--- src/rtl/spi_swap_pkg.sv ---
package spi_swap_pkg;

  typedef enum logic [1:0] {
    ST_SLAVE  = 2'd0,  // selected by peer, receiving
    ST_REQ    = 2'd1,  // asking the peer to step down
    ST_MIDLE  = 2'd2,  // master, waiting for a byte
    ST_MSHIFT = 2'd3   // master, shifting a byte
  } node_state_t;

endpackage

--- src/rtl/spi_swap_sync.sv ---
module spi_swap_sync #(
  parameter int          W       = 1,
  parameter logic [W-1:0] RST_VAL = '1
) (
  input  logic         clk,
  input  logic         rst_n,
  input  logic [W-1:0] d,
  output logic [W-1:0] q
);

  logic [W-1:0] meta_q;

  always_ff @(posedge clk or negedge rst_n) begin
    if (!rst_n) begin
      meta_q <= RST_VAL;
      q      <= RST_VAL;
    end else begin
      meta_q <= d;
      q      <= meta_q;
    end
  end

endmodule

--- src/rtl/spi_swap_fifo.sv ---
module spi_swap_fifo #(
  parameter int W     = 8,
  parameter int DEPTH = 4
) (
  input  logic         clk,
  input  logic         rst_n,
  input  logic         push,
  input  logic [W-1:0] push_data,
  input  logic         pop,
  output logic [W-1:0] head_data,
  output logic         not_empty
);

  localparam int AW = (DEPTH > 1) ? $clog2(DEPTH) : 1;
  localparam int CW = $clog2(DEPTH + 1);

  logic [W-1:0]  mem [DEPTH];
  logic [AW-1:0] wr_q, wr_d, rd_q, rd_d;
  logic [CW-1:0] cnt_q, cnt_d;
  logic          full, do_push, do_pop;

  assign full      = (cnt_q == CW'(DEPTH));
  assign not_empty = (cnt_q != '0);
  assign do_push   = push && !full;
  assign do_pop    = pop && not_empty;
  assign head_data = mem[rd_q];

  always_comb begin
    wr_d  = wr_q;
    rd_d  = rd_q;
    cnt_d = cnt_q;
    if (do_push) wr_d = (wr_q == AW'(DEPTH - 1)) ? '0 : wr_q + 1'b1;
    if (do_pop)  rd_d = (rd_q == AW'(DEPTH - 1)) ? '0 : rd_q + 1'b1;
    if (do_push && !do_pop)      cnt_d = cnt_q + 1'b1;
    else if (do_pop && !do_push) cnt_d = cnt_q - 1'b1;
  end

  always_ff @(posedge clk or negedge rst_n) begin
    if (!rst_n) begin
      wr_q  <= '0;
      rd_q  <= '0;
      cnt_q <= '0;
    end else begin
      wr_q  <= wr_d;
      rd_q  <= rd_d;
      cnt_q <= cnt_d;
    end
  end

  always_ff @(posedge clk) begin
    if (do_push) mem[wr_q] <= push_data;
  end


  no_overflow_chk: assert property (@(posedge clk) disable iff (!rst_n)
    (full && push && !pop) |=> (cnt_q == CW'(DEPTH)) && $stable(wr_q));


  cnt_bound_chk: assert property (@(posedge clk) disable iff (!rst_n)
    cnt_q <= CW'(DEPTH));

endmodule

--- src/rtl/spi_swap_node.sv ---
module spi_swap_node
  import spi_swap_pkg::*;
#(
  parameter bit START_MASTER = 1'b0,
  parameter int CLK_DIV      = 8,
  parameter int DATA_W       = 8,
  parameter int RX_DEPTH     = 4
) (
  input  logic              clk,
  input  logic              rst_n,
  input  logic [DATA_W-1:0] tx_data,
  input  logic              tx_valid,
  input  logic              tx_last,
  output logic              tx_ready,
  output logic [DATA_W-1:0] rx_data,
  output logic              rx_valid,
  input  logic              rx_ready,
  output logic              sck_o,
  output logic              sck_oe,
  input  logic              sck_i,
  output logic              mosi_o,
  output logic              mosi_oe,
  input  logic              mosi_i,
  input  logic              sel_i,
  output logic              peer_sel_o,
  output logic              role_o,
  output logic              busy_o,
  output logic              swap_o
);

  localparam int HALF  = CLK_DIV / 2;
  localparam int DIV_W = $clog2(HALF + 1);
  localparam int BIT_W = $clog2(DATA_W);
  localparam node_state_t RST_STATE = START_MASTER ? ST_MIDLE : ST_SLAVE;

  node_state_t       state_q, state_d;
  logic              armed_q, armed_d;
  logic              open_q, open_d;
  logic [DIV_W-1:0]  div_q, div_d;
  logic              sck_q, sck_d;
  logic [BIT_W-1:0]  bit_q, bit_d;
  logic [DATA_W-1:0] txsh_q, txsh_d;
  logic              last_q, last_d;
  logic [DATA_W-1:0] rxsh_q, rxsh_d;
  logic [BIT_W-1:0]  rxcnt_q, rxcnt_d;
  logic              sckprev_q;

  logic              sck_s, mosi_s, sel_s;
  logic              sck_fall, rx_on, push;
  logic [DATA_W-1:0] push_data;

  spi_swap_sync #(.W(3), .RST_VAL(3'b111)) pin_sync_i (
    .clk   (clk),
    .rst_n (rst_n),
    .d     ({sck_i, mosi_i, sel_i}),
    .q     ({sck_s, mosi_s, sel_s})
  );

  spi_swap_fifo #(.W(DATA_W), .DEPTH(RX_DEPTH)) rx_fifo_i (
    .clk       (clk),
    .rst_n     (rst_n),
    .push      (push),
    .push_data (push_data),
    .pop       (rx_ready),
    .head_data (rx_data),
    .not_empty (rx_valid)
  );

  assign sck_fall  = sckprev_q && !sck_s;
  assign rx_on     = (state_q == ST_SLAVE) || (state_q == ST_REQ);
  assign push_data = {mosi_s, rxsh_q[DATA_W-1:1]};

  // slave receive path
  always_comb begin
    rxsh_d  = rxsh_q;
    rxcnt_d = rxcnt_q;
    push    = 1'b0;
    if (!rx_on || sel_s) begin
      rxcnt_d = '0;
    end else if (sck_fall) begin
      rxsh_d  = push_data;
      rxcnt_d = rxcnt_q + 1'b1;
      if (rxcnt_q == BIT_W'(DATA_W - 1)) begin
        push    = 1'b1;
        rxcnt_d = '0;
      end
    end
  end

  // role control and master shift path
  always_comb begin
    state_d = state_q;
    armed_d = armed_q;
    open_d  = open_q;
    div_d   = div_q;
    sck_d   = sck_q;
    bit_d   = bit_q;
    txsh_d  = txsh_q;
    last_d  = last_q;
    unique case (state_q)
      ST_SLAVE: begin
        if (tx_valid) state_d = ST_REQ;
      end
      ST_REQ: begin
        if (sel_s) begin
          state_d = ST_MIDLE;
          armed_d = 1'b0;
          open_d  = 1'b0;
        end
      end
      ST_MIDLE: begin
        if (tx_valid) begin
          txsh_d  = tx_data;
          last_d  = tx_last;
          div_d   = '0;
          bit_d   = '0;
          sck_d   = 1'b1;
          state_d = ST_MSHIFT;
        end else if (armed_q && !open_q && !sel_s) begin
          state_d = ST_SLAVE;
        end
      end
      ST_MSHIFT: begin
        if (div_q == DIV_W'(HALF - 1)) begin
          div_d = '0;
          sck_d = !sck_q;
          if (!sck_q) begin
            if (bit_q == BIT_W'(DATA_W - 1)) begin
              state_d = ST_MIDLE;
              open_d  = !last_q;
              if (last_q) armed_d = 1'b1;
            end else begin
              bit_d  = bit_q + 1'b1;
              txsh_d = {1'b1, txsh_q[DATA_W-1:1]};
            end
          end
        end else begin
          div_d = div_q + 1'b1;
        end
      end
      default: state_d = RST_STATE;
    endcase
  end

  always_ff @(posedge clk or negedge rst_n) begin
    if (!rst_n) begin
      state_q   <= RST_STATE;
      armed_q   <= 1'b0;
      open_q    <= 1'b0;
      div_q     <= '0;
      sck_q     <= 1'b1;
      bit_q     <= '0;
      txsh_q    <= '1;
      last_q    <= 1'b0;
      rxsh_q    <= '0;
      rxcnt_q   <= '0;
      sckprev_q <= 1'b1;
    end else begin
      state_q   <= state_d;
      armed_q   <= armed_d;
      open_q    <= open_d;
      div_q     <= div_d;
      sck_q     <= sck_d;
      bit_q     <= bit_d;
      txsh_q    <= txsh_d;
      last_q    <= last_d;
      rxsh_q    <= rxsh_d;
      rxcnt_q   <= rxcnt_d;
      sckprev_q <= sck_s;
    end
  end

  assign role_o     = (state_q == ST_MIDLE) || (state_q == ST_MSHIFT);
  assign tx_ready   = (state_q == ST_MIDLE);
  assign swap_o     = (state_q == ST_REQ);
  assign busy_o     = (state_q == ST_MSHIFT) || (rx_on && rxcnt_q != '0);
  assign peer_sel_o = (state_q == ST_SLAVE);
  assign sck_o      = sck_q;
  assign sck_oe     = role_o;
  assign mosi_o     = txsh_q[0];
  assign mosi_oe    = role_o;


  swap_blocks_tx_chk: assert property (@(posedge clk) disable iff (!rst_n)
    swap_o |-> !tx_ready && !peer_sel_o);


  take_after_ack_chk: assert property (@(posedge clk) disable iff (!rst_n)
    $rose(role_o) |-> $past(sel_s) && $past(swap_o));


  yield_when_free_chk: assert property (@(posedge clk) disable iff (!rst_n)
    $fell(role_o) |-> $past(armed_q && !open_q && !tx_valid && !sel_s));


  sck_idle_chk: assert property (@(posedge clk) disable iff (!rst_n)
    (role_o && state_q != ST_MSHIFT) |-> sck_o);


  no_self_rx_chk: assert property (@(posedge clk) disable iff (!rst_n)
    role_o |-> !push);

endmodule

--- config.mk ---
export PLATFORM = sky130hd
export DESIGN_NAME = spi_swap_node
export DESIGN_NICKNAME = d
export VERILOG_FILES = /design/src/rtl/spi_swap_pkg.sv /design/src/rtl/spi_swap_sync.sv /design/src/rtl/spi_swap_fifo.sv /design/src/rtl/spi_swap_node.sv
export SDC_FILE = /design/constraint.sdc
export NUM_CORES = 1
export LEC_CHECK = 0
export BUFFER_PORTS_ARGS = -buffer_cell sky130_fd_sc_hd__buf_2
export CORE_ASPECT_RATIO = 0.8
export CORE_MARGIN = 5
export CORE_UTILIZATION = 30
export CTS_CLUSTER_SIZE = 40
export DETAILED_ROUTE_END_ITERATION = 16
export PLACE_DENSITY = 0.54
export SYNTH_ARGS = -nofsm -noshare
export SYNTH_HDL_FRONTEND = slang
export SYNTH_HIERARCHICAL = 1
export SYNTH_SLANG_ARGS = --single-unit
--- constraint.sdc ---
create_clock -name clk -period 2.5 [get_ports clk]
set_clock_uncertainty 0.15 [all_clocks]
set_input_delay 0.375 -clock clk [delete_from_list [all_inputs] [get_ports clk]]
set_output_delay 0.375 -clock clk [all_outputs]
set_load 0.02 [all_outputs]
# --- After elaboration in Yosys (flattened, before gate mapping) ---
# Memories as Yosys holds them, arrays and structs flattened.
# Cells that the tools add are included.
classes:
  addsub: 7
  mul: 0
  n_div: 0
  order_cmp: 0
  n_eq_ne: 18
  shifts: 0
  muxes: 45
  n_bitwise: 1
  n_reduce_logical: 36
op_table:
  columns: ["operator", "n"]
  rows:
  - ["8-bit two-way mux", 4]
  - ["3-bit two-way mux", 10]
  - ["2-bit two-way mux", 9]
  - ["8-bit one-hot mux with 2 select lines", 1]
  - ["1-bit two-way mux", 15]
  - ["2-bit inequality test (second input constant)", 7]
  - ["3-bit by 1-bit adder with 3-bit output (second input constant)", 4]
  - ["3-bit one-hot mux with 2 select lines", 2]
  - ["6-bit AND reduction", 2]
  - ["5-bit AND reduction", 2]
  - ["3-bit == test (second input constant)", 3]
  - ["1-bit zero test", 9]
  - ["2-bit == test (second input constant)", 4]
  - ["1-bit logical AND", 8]
  - ["2-bit one-hot mux with 4 select lines", 1]
  - ["2-bit nonzero test", 4]
  - ["1-bit one-hot mux with 2 select lines", 3]
  - ["2-bit AND reduction", 3]
  - ["3-bit nonzero test", 2]
  - ["2-bit by 1-bit adder with 2-bit output (second input constant)", 2]
  - ["1-bit logical OR", 4]
  - ["3-bit by 2-bit == test with 1-bit output (second input constant)", 1]
  - ["3-bit by 2-bit inequality test with 1-bit output (second input constant)", 1]
  - ["3-bit AND reduction", 1]
  - ["other kinds (5)", 5]
word_totals:
  ff_bits: 45
  latchBits: 0
  ram_bits: 32
  rom_bits: 0
  out_inout_bits: 18
  elab_cells: 124
  mem_count: 1
memory_table:
  columns: ["name", "depth", "width", "read_ports", "rd_clocked_by_memory_dff", "write_ports", "line_no", "source"]
  rows:
  - ["rx_fifo_i.mem", 4, 8, 1, 0, 1, "spi_swap_fifo.sv:17", "logic [W-1:0] mem [DEPTH];"]

# --- Logic depth before layout (Yosys ltp) ---
# Gate-level depths: netlist of run 1.
depth:
  ltp_word: 10
  depth_mapped: 11

# --- By module ---
# Netlist of run 1, hierarchy kept.
modules_own_cells:
  columns: ["mod", "instances", "cells_each", "area_per_inst_um2", "seq_area_each_um2"]
  rows:
  - ["spi_swap_fifo", 1, 79, 1597.8, 1136.1]
  - ["spi_swap_node", 1, 133, 1576.5, 788.3]
  - ["spi_swap_sync", 1, 6, 157.7, 157.7]

# --- Worst setup path after synthesis of run 1 ---
# OpenSTA, ideal clock, no wires.
synth_path:
  path_kind: "register to register"
  start: "reg state_q[1]"
  end: "reg rx_fifo_i.cnt_q[2]"
  setup_time_ns: 0.079
  arrival_time_ns: 2.361
  required_time_ns: 2.271
  slack_ns: -0.090
  path_stages_with_launch: 12
  path_buffers: 1
  synth_period_minus_slack_ns: 2.590
  cell_sequence: "dfrtp_1 -> or2_2 -> buf_2 -> nor2_8 -> and2_1 -> a21boi_2 -> ha_1 -> inv_1 -> fa_1 -> xor2_1 -> nor2_1 -> xor2_1"
synth_via:
  elab_chain_len: 9
  elab_cells_between_ends: 12
synth_rtl:
  columns: ["element", "line_no", "source"]
  rows:
  - ["start: declaration", "spi_swap_node.sv:36", "node_state_t state_q, state_d;"]
  - ["start signal: assignment", "spi_swap_node.sv:159", "state_q <= state_d;"]
  - ["2-bit by 1-bit == test with 1-bit output or 2-bit zero test (tied branches)", "spi_swap_node.sv:70", "assign rx_on = (state_q == ST_SLAVE) || (state_q == ST_REQ);"]
  - ["1-bit logical OR *", "spi_swap_node.sv:70", null]
  - ["1-bit zero test *", "spi_swap_node.sv:78", "if (!rx_on || sel_s) begin"]
  - ["1-bit logical OR *", "spi_swap_node.sv:78", null]
  - ["1-bit two-way mux *", "spi_swap_node.sv:78", null]
  - ["named net push", "spi_swap_node.sv:49", "logic sck_fall, rx_on, push;"]
  - ["1-bit logical AND *", "spi_swap_fifo.sv:24", "assign do_push = push && !full;"]
  - ["named net rx_fifo_i.do_push", "spi_swap_fifo.sv:20", "logic full, do_push, do_pop;"]
  - ["1-bit zero test", "spi_swap_fifo.sv:35", "else if (do_pop && !do_push) cnt_d = cnt_q - 1'b1;"]
  - ["1-bit logical AND", "spi_swap_fifo.sv:35", null]
  - ["2-bit nonzero test (no line)", null, null]
  - ["end signal: assignment", "spi_swap_fifo.sv:46", "cnt_q <= cnt_d;"]
  - ["end: declaration", "spi_swap_fifo.sv:19", "logic [CW-1:0] cnt_q, cnt_d;"]
# The timed path passes the listed nets; every way through them passes the cells marked *.
# A chain may end at the register's enable or synchronous reset.

# --- Final worst setup path of run 1 ---
# Same ends and word-level chain as after synthesis.

==> results of run 1 <==
==> routing by layer <==
layer / vias to the layer above / share of wire (%) / track usage [%]
met4: 0 / 0.89 / 2.65
met2: 35 / 48 / 15.5
met3: 6 / 4.8 / 4.26
met1: 928 / 47 / 12.8
met5: - / 0 / 0
li1: 898 / - / -
==> per-stage QoR <==
stage | setup slack [ns] | instance area (um2) | util [%]
floorplan | 0.0182 | 3360 | -
finish | 0.160 | 4080 | 37.5
CTS | 0.0920 | 4080 | 37.5
detailed placement | 0.163 | 3700 | 34.0
global placement | 0.215 | 3700 | 34.0
global route | 0.00125 | 4080 | 37.5
==> timing repair <==
item                                    4_1_cts  5_1_grt
hold buffers                                  4        0
endpoints found under the hold margin        11        0
endpoints found under the setup margin        0        1
resized for setup                             0        1
==> synthesized netlist by cell type, types with 2 or more instances <==
cell type / n
edfxtp_1: 32
dfrtp_1: 28
dfstp_2: 16
mux2_2: 13
nor2_1: 13
ha_1: 12
inv_1: 11
mux4_2: 8
o22ai_1: 8
a2bb2oi_1: 7
and2_1: 5
nor2b_1: 5
buf_2: 4
clkbuf_1: 4
nand2_1: 4
mux2i_1: 3
a21oi_1: 2
a31oi_1: 2
buf_4: 2
mux2_4: 2
nand3_1: 2
nand4_1: 2
o211ai_1: 2
o21ai_0: 2
xor2_1: 2
==> cell usage in the layout, fill, tap and decap left out, types with 2 or more instances in the layout <==
master / synthesis / routed
bufinv_16: 0 / 3
buf_4: 2 / 6
a31oi_1: 2 / 2
ha_1: 12 / 11
and2_1: 5 / 4
xor2_1: 2 / 2
o22ai_1: 8 / 8
inv_1: 11 / 11
dfstp_2: 16 / 16
nand4_1: 2 / 2
dlygate4sd3_1: 0 / 4
o21ai_0: 2 / 2
nor2b_1: 5 / 5
a2bb2oi_1: 7 / 7
mux2_2: 13 / 13
o211ai_1: 2 / 2
buf_2: 4 / 33
edfxtp_1: 32 / 32
nor2_1: 13 / 13
mux2i_1: 3 / 3
mux2_4: 2 / 2
nand3_1: 2 / 2
clkbuf_16: 0 / 9
dfrtp_1: 28 / 27
mux4_2: 8 / 8
nand2_1: 4 / 4
a21oi_1: 2 / 2
==> power by group through the flow <==
stage | clock [mW] | sequential [mW] | combinational (mW)
after CTS | 1.50 | 1.56 | 0.561
after global routing | 1.57 | 1.58 | 0.628
final | 1.46 | 1.55 | 0.550
after detailed placement | 0 | 1.58 | 0.552
after global placement | 0 | 1.57 | 0.538
after floorplan | 0 | 1.57 | 0.417
==> kinds of logic (layout without fill, tap and decap cells) <==
family / count (synthesis) / in the layout / share of synthesized area [%]
XOR/XNOR: 3 / 3 / 0.789
buffers and inverters: 22 / 71 / 3.08
AO/OA/AOI/OAI: 33 / 33 / 8.00
adder cells (fa/ha/maj): 13 / 13 / 5.11
flip-flops: 76 / 76 / 62.5
AND/OR/NAND/NOR: 45 / 45 / 8.94
multiplexers: 26 / 26 / 11.6
==> final cells by class <==
| class | instances | share of cell area [%] |
|---|---|---|
| clock buffer | 10 | 5.61 |
| inverter | 11 | 1.01 |
| multi-input combinational | 120 | 28.5 |
| timing repair buffer | 44 | 6.62 |
| clock inverter | 6 | 2.76 |
| sequential | 76 | 51.0 |
| tap | 144 | 4.41 |
==> path summary, 6_finish.rpt <==
check / depth (start not counted) / slack (ns) / from / to
min in group asynchronous: 2 / 0.39 / rst_n / div_q[0]
min reg2reg: 0 / 0.20 / pin_sync_i/meta_q[1] / pin_sync_i/q[1]
max: 10 / 0.16 / state_q[1] / rx_fifo_i/cnt_q[2]
min: 2 / 0.13 / tx_last / last_q
max reg2reg: 10 / 0.16 / state_q[1] / rx_fifo_i/cnt_q[2]
max in group asynchronous: 3 / 1.24 / rst_n / sckprev_q
==> metrics, run 1 <==
IO Pins 34; Cell Area, Synth about 3300 um2; placed cell count 391; Max-slew headroom between 60% and 70%; max reg flops 32; Starting Density 30.6%; nets ~290; Pwr Total 3.56 mW; Hold Crit Class in -> reg; Top Family by Delay on Critical Path simple AND/OR/NAND/NOR gates; largest registers rx_fifo_i/mem: 32 flops, txsh_q: 8 flops, rxsh_q: 7 flops; Required @ worst endpoint 2.60 ns; syn nets between 200 and 250; CP peak stage delay about 0.37 ns; CTS Root Cell clkbuf_16; row count 34; Slew @ Worst Pin ~0.55 ns; antenna violations before repair 0; Post-CTS Setup Bufs 0; CP Class reg -> reg; Avg Synthesized Cell Area approximately 15 um2; CP Cell Sequence or2_4 > nor2_8 > and2_4 > a21boi_4 > ha_2 > inv_1 > fa_2 > xor2_1 > nor2_1 > xor2_1; maxcap violations 0; routed length per instance ~14 um; CP bufs+invs 1; PortBufs 33; sequential fraction of the synthesis area between 60% and 70%; remaining global-route overflow 0; Synth warnings 6; post-DP HPWL roughly 4.1 mm; clock share of power just over 40%; Skew-Pair Late Insertion Delay approximately 0.32 ns; most flop-heavy register rx_fifo_i/mem; Critical Path Slowest Stage Cell dfrtp_1; switching share of power 23.4%; Reg area roughly 2100 um2; setup violators final 0; area of the multi-input gates roughly 1200 um2; PwrDens 872 nW/um2; area grow syn2layout 22.5%; CTS tree yes; clock sink count 76; layout filler cell count 1055; DIE AREA between 10000 and 15000 um2; die width about 130 um; Pint between 2 and 3 mW; vias per inst 4.54; synth top area cells edfxtp_1 29%, dfrtp_1 21%, dfstp_2 13%; H-tree level count 3; Fin. Hold Viols 0; dominant synthesized flop cell edfxtp_1; number of global-route vias before repair slightly above 2000; Fin Hold WS around 0.13 ns; Critical Path Start Type flop; RSZ-0062 raised after global routing no; sum of negative setup slack 0 ns; post-synth cell types 52; Final ANT Viol Nets 0; Slew Limit Fails 0; Crit Path Max Fanout 6; total CTS buffers 9; Critical Path AT 2.44 ns; router iterations before antenna repair 4; maximum buffer depth of the clock tree 2; largest net degree at the start of global routing 26; Vias approximately 1900; Post-Synthesis Cells approximately 220; Iter 0 DRT Violations 67; post-synth top area cell edfxtp_1; #FFs+latches synth 76; Max VDD drop between 0.5 and 0.6 mV; share of cells above drive strength 1 around two fifths; fmax 427 MHz; Logic pwr share around 15%; Tmin final around 2.3 ns; Non-Filler Instances roughly 410; Core Box Area 10900 um2; share of the synthesized area in the top cell type 28.8%; Psw 833 uW; Antenna Cells 0; CP dominant cell by count xor2_1; Flop pwr share 43.6%; Routed WL around 6.0 mm; drc violations 0; gr usage total under 10%; gp weighted congestion around 0.71; Post-synth ARST share around 58%; first-pass GRT wire length roughly 10 mm; Final Cycle Share between 90 and 100%; status finished, final reports clean; LEAKAGE 1.69 nW; Crit. End Element flop; die height between 100 and 150 um; Reg clk slew, reported paths ~0.06 ns; number of enable flip-flop cells after synthesis 32
No activity file was read; power rests on OpenSTA's default activity.
==> run 2, diff against run 1 <==
Settings changed: RECOVER_POWER set to 25, SYNTH_HIERARCHICAL 1 to not set.
==> metrics, run 2 <==
status finished, final reports clean; first-pass GRT wire length 9.63 mm (-7.6%); Critical Path AT 2.35 ns (-0.09 ns); Vias 1779 (-4.7%); post-DP HPWL 3.81 mm (-6.2%); Starting Density 30.5% (-0.13 points); Reg clk slew, reported paths 0.06 ns (about the same); DIE AREA 13200 um2 (-1.1%); switching share of power 24.8% (+1.4 points); antenna violations before repair 0 (unchanged); Critical Path Start Type flop; most common cell in the netlist edfxtp_1; r2r startpoint sckprev_q; Final ANT Viol Nets 0 (unchanged); Required @ worst endpoint 2.60 ns (about the same); number of enable flip-flop cells after synthesis 32 (unchanged); Iter 0 DRT Violations 83 (+24%); nets 283 (-2.7%); area grow syn2layout 21.0%; Psw 757 uW (-9.2%); drc violations 0 (unchanged); Logic pwr share 8.1% (-7.3 points); die width 127 um (-0.56%); commonest cells in the synthesized netlist 32 x edfxtp_1, 30 x mux2_2, 28 x dfrtp_1; Fin. Hold Viols 0 (unchanged); CTS Root Cell clkbuf_16; IO Pins 34 (unchanged); clock share of power 44.0% (+3.1 points); sum of negative setup slack 0 ns (unchanged); PwrDens 767 nW/um2 (-12%); Final Cycle Share 90.1% (-3.5 points); #FFs+latches synth 76 (unchanged); WHS Endpoint txsh_q[7]; share of cells above drive strength 1 43.6% (+2.8 points); Post-synth ARST share 57.9% (unchanged); Skew-Pair Late Insertion Delay 0.33 ns (about the same); fmax 444 MHz (+3.9%); remaining global-route overflow 0 (unchanged); Post-Synthesis Cells 211 (-3.2%); Hold Crit Class in -> reg; commonest non-fill, non-tap cell in the layout buf_2; layout filler cell count 1036 (-1.8%); CTS tree yes; H-tree level count 3 (unchanged); syn nets 240 (-2.8%); WHS Path Cells 3 (+1); sequential fraction of the synthesis area 63.2% (+0.76 points); R2R depth 8 (-2); Tmin final 2.25 ns (-0.0873 ns); total CTS buffers 9 (unchanged); routed length per instance 14.1 um (-2.9%); gp weighted congestion 0.676 (-4.8%); area of the multi-input gates 1130 um2 (-3.2%); router iterations before antenna repair 4 (unchanged); LEAKAGE 1.53 nW (-9.5%); row count 34 (unchanged); Slew @ Worst Pin 1.10 ns (+0.542 ns); dominant synthesized flop cell edfxtp_1; maxcap violations 0 (unchanged); vias per inst 4.41 (-2.8%); Synth warnings 0 (-6); R2R Setup Slk 0.25 ns (+0.09 ns); worst hold start tx_data[7]; Pint 2.30 mW (-16%); most flop-heavy register rx_fifo_i.mem; Slew Limit Fails 0 (unchanged); Antenna Cells 0 (unchanged); max reg flops 32 (unchanged); CP Class reg -> reg; Core Box Area 10800 um2 (-0.78%); RSZ-0062 raised after global routing no; Crit Path Max Fanout 2 (-4); post-synth cell types 42 (-19%); CP startpoint sckprev_q; gr usage total 9.30% (-0.70 points); setup violators final 0 (unchanged); Max VDD drop 0.359 mV (-39%); RR Endpoint rx_fifo_i.cnt_q[2]; Flop pwr share 47.8% (+4.2 points); most frequent cells in the layout 33 x buf_2, 32 x edfxtp_1, 30 x mux2_2, 27 x dfrtp_1, 14 x dfstp_2; synth top area cells edfxtp_1 29%, dfrtp_1 21%, dfstp_2 13%; PortBufs 33 (unchanged); share of the synthesized area in the top cell type 29.2% (+0.35 points); largest net degree at the start of global routing 45 (+73%); largest registers rx_fifo_i.mem: 32 flops, txsh_q: 8 flops, rxsh_q: 7 flops; post-synth top area cell edfxtp_1; Crit. End Element flop; Non-Filler Instances 403 (-1.9%); Avg Synthesized Cell Area 15.6 um2 (+2.1%); Max-slew headroom 26.9% (-36 points); Cell Area, Synth 3290 um2 (-1.2%); Routed WL 5.67 mm (-4.8%); die height 104 um (-0.54%); number of global-route vias before repair 1821 (-10%); Reg area 2080 um2 (unchanged); clock sink count 76 (unchanged); placed cell count 383 (-2.0%); maximum buffer depth of the clock tree 2 (unchanged)
## run 2: critical path, stage by stage, from the launching register on
cell     delay, ns
dfstp_2       0.53
nor4b_4       0.23
o311a_1       0.24
ha_1          0.19
inv_1         0.06
fa_1          0.37
xor2_1        0.16
nor2_1        0.11
xnor2_1       0.13
## run 2: power groups by stage
stage          clock network, mW  registers [mW]  logic, mW
6_report                    1.35            1.46      0.249
5_1_grt                     1.45            1.48      0.282
4_1_cts                     1.40            1.47      0.258
3_5_place_dp                   0            1.49      0.254
3_3_place_gp                   0            1.49      0.246
2_1_floorplan                  0            1.40      0.248
## run 2: what timing repair did
item                                   in CTS  in global routing
hold buffers                                4                  0
buffers inserted                            0                  0
setup endpoints to repair                   0                  2
endpoints found under the hold margin      15                  0
gates resized for setup                     0                  1
## run 2: metrics by stage
step           util [%]  setup slack, ns  total power [mW]  hold slack (ns)  cell area [um2]
3_3_place_gp       33.6            0.298              1.74            0.197             3630
5_1_grt            36.9           0.0832              3.22            0.140             3980
3_5_place_dp       33.6            0.224              1.74            0.197             3630
6_report           36.9            0.248              3.06            0.125             3980
4_1_cts            36.9           0.0604              3.12            0.111             3990
2_1_floorplan         -          0.00576              1.65          -0.0706             3290
## run 2: worst max path at each step
stage	cells past startpoint	end
after floorplan	9	rx_fifo_i.cnt_q[2]
after global placement	8	rx_fifo_i.cnt_q[2]
after detailed placement	8	rx_fifo_i.cnt_q[2]
after CTS	2	rx_data[2]
after global routing	8	rx_fifo_i.cnt_q[2]
final	8	rx_fifo_i.cnt_q[2]
## run 2: area by class of cell
class	count	area share, %
timing repair buffer	43	6.22
multi-input combinational	116	28.3
tap	144	4.52
clock inverter	7	2.26
sequential	76	52.3
inverter	8	0.754
clock buffer	9	5.65
## run 2: cell families (layout without fill, tap and decap cells)
logic type | count (synthesis) | in the layout | share of synthesized area (%)
xor gates and xnor gates | 3 | 3 | 0.798
adders and majority gates | 13 | 13 | 5.17
and+or+nand+nor | 42 | 42 | 7.45
buffers and inverters | 19 | 67 | 2.51
muxes | 44 | 44 | 17.6
DFF | 76 | 76 | 63.2
AOI/OAI and AO/OA | 14 | 14 | 3.27
## run 2: routing by layer
metal | wire length (um) | vias up | share of wire [%] | track usage, %
met5 | 0 | - | 0 | 0
met4 | 139 | 0 | 2.5 | 4.82
met3 | 116 | 13 | 2.0 | 2.16
met2 | 2630 | 20 | 46 | 14.2
met1 | 2790 | 887 | 49 | 12.2
li1 | - | 859 | - | -
==> run 3, diff against run 2 <==
Settings changed: REMOVE_ABC_BUFFERS set to 1.
==> metrics, run 3 (synthesized netlist as in run 2, its figures left out) <==
Final Cycle Share 94.3% (+4.2 points); Max-slew headroom 35.4% (+8.5 points); Psw 762 uW (+0.68%); Reg clk slew, reported paths 0.06 ns (about the same); LEAKAGE 1.51 nW (-0.92%); Routed WL 5.56 mm (-2.0%); DP Worst Slack 0.267 ns (+0.0425 ns); gp weighted congestion 0.688 (+1.8%); Pint 2.20 mW (-4.5%); Final ANT Viol Nets 0 (unchanged); largest registers rx_fifo_i.mem: 32 flops, txsh_q: 8 flops, rxsh_q: 7 flops; die height 104 um (unchanged); CTS Root Cell clkbuf_16; Flop pwr share 49.3% (+1.5 points); R2R depth 8 (unchanged); commonest non-fill, non-tap cell in the layout edfxtp_1; Starting Density 30.5% (unchanged); status finished, final reports clean; routed length per instance 13.8 um (-2.2%); DIE AREA 13200 um2 (unchanged); Post-CTS Setup Bufs 0 (unchanged); Antenna Cells 0 (unchanged); Critical Path Start Type flop; clock share of power 42.2% (-1.8 points); IO Pins 34 (unchanged); CTS tree yes; Hold Crit Class in -> reg; WHS Path Cells 2 (-1); maximum buffer depth of the clock tree 2 (unchanged); max reg flops 32 (unchanged); post-DP HPWL 3.74 mm (-1.8%); H-tree level count 3 (unchanged); Max VDD drop 0.336 mV (-6.4%); Fin. Hold Viols 0 (unchanged); PortBufs 33 (unchanged); Tmin final 2.36 ns (+0.104 ns); Critical Path AT 1.83 ns (-0.52 ns); vias per inst 4.34 (-1.6%); Required @ worst endpoint 1.98 ns (-0.62 ns); total CTS buffers 9 (unchanged); Iter 0 DRT Violations 83 (unchanged); setup violators final 0 (unchanged); nets 284 (+0.35%); antenna violations before repair 0 (unchanged); maxcap violations 0 (unchanged); most flop-heavy register rx_fifo_i.mem; placed cell count 384 (+0.26%); Vias 1755 (-1.3%); fmax 424 MHz (-4.4%); row count 34 (unchanged); Slew Limit Fails 0 (unchanged); area grow syn2layout 20.4%; layout filler cell count 1054 (+1.7%); die width 127 um (unchanged); Core Box Area 10800 um2 (unchanged); switching share of power 25.7% (+0.99 points); Crit Path Max Fanout 11 (+9); fin util 36.7% (-0.17 points); remaining global-route overflow 0 (unchanged); PwrDens 746 nW/um2 (-2.7%); most frequent cells in the layout 32 x edfxtp_1, 31 x buf_2, 30 x mux2_2, 28 x dfrtp_1, 14 x dfstp_2; share of cells above drive strength 1 42.7% (-0.94 points); drc violations 0 (unchanged); RSZ-0062 raised after global routing no; Slew @ Worst Pin 0.969 ns (-0.127 ns); Skew-Pair Late Insertion Delay 0.33 ns (about the same); router iterations before antenna repair 4 (unchanged); Non-Filler Instances 404 (+0.25%); clock sink count 76 (unchanged); CP Class reg -> out; Logic pwr share 8.5% (+0.4 points); final worst slack 0.143 ns (-0.104 ns); Crit. End Element primary output; number of global-route vias before repair 1787 (-1.9%); largest net degree at the start of global routing 25 (-44%); gr usage total 9.10% (-0.20 points); first-pass GRT wire length 9.47 mm (-1.7%); post-cts gate resize count 0 (unchanged)
[run 3: path summary, 6_finish.rpt]
check,startpoint,to,slack [ns]
max,rx_fifo_i.rd_q[0],rx_data[7],0.14
max in group asynchronous,rst_n,sckprev_q,0.78
max reg2reg,sckprev_q,rx_fifo_i.cnt_q[2],0.27
min reg2reg,pin_sync_i.meta_q[0],pin_sync_i.q[0],0.20
min,tx_last,last_q,0.13
min in group asynchronous,rst_n,state_q[0],0.57
[run 3: routing by layer]
layer	part of all wire (%)	GRT usage, %
met1	51	13.0
met3	2.7	2.83
met2	45	12.7
met4	1.7	3.91
met5	0	0
[run 3: worst max-delay path, cell delays in order, from the launching register on]
cell     delay, ns
dfrtp_1       0.75
mux4_2        0.58
buf_2         0.17
[run 3: through the flow]
stage	hold slack, ns	area [um2]	TNS, ns	power [mW]
floorplan	-0.0706	3240	-1.37	1.64
detailed placement	0.180	3640	0	1.74
finish	0.129	3970	0	2.96
global route	0.137	3970	0	3.10
CTS	0.119	3970	0	3.02
global placement	0.183	3640	0	1.74
[run 3: cell type report]
cell class                 count  area (um2)  area share (%)
sequential                    76        2080            52.5
clock inverter                 7        65.1            1.64
clock buffer                   9         225            5.68
tap                          144         180            4.54
timing repair buffer          44         255            6.44
inverter                       8        30.0           0.757
multi-input combinational    116        1130            28.4
[run 3: power by group through the flow]
stage	sequential, mW	combinational (mW)	clock, mW
finish	1.46	0.250	1.25
global route	1.48	0.277	1.35
CTS	1.47	0.259	1.29
detailed placement	1.49	0.254	0
global placement	1.49	0.248	0
floorplan	1.45	0.188	0
[run 3: repair_timing]
action	4_1_cts	5_1_grt
hold buffers	4	0
endpoints found under the hold margin	10	0
endpoints found under the setup margin	0	0
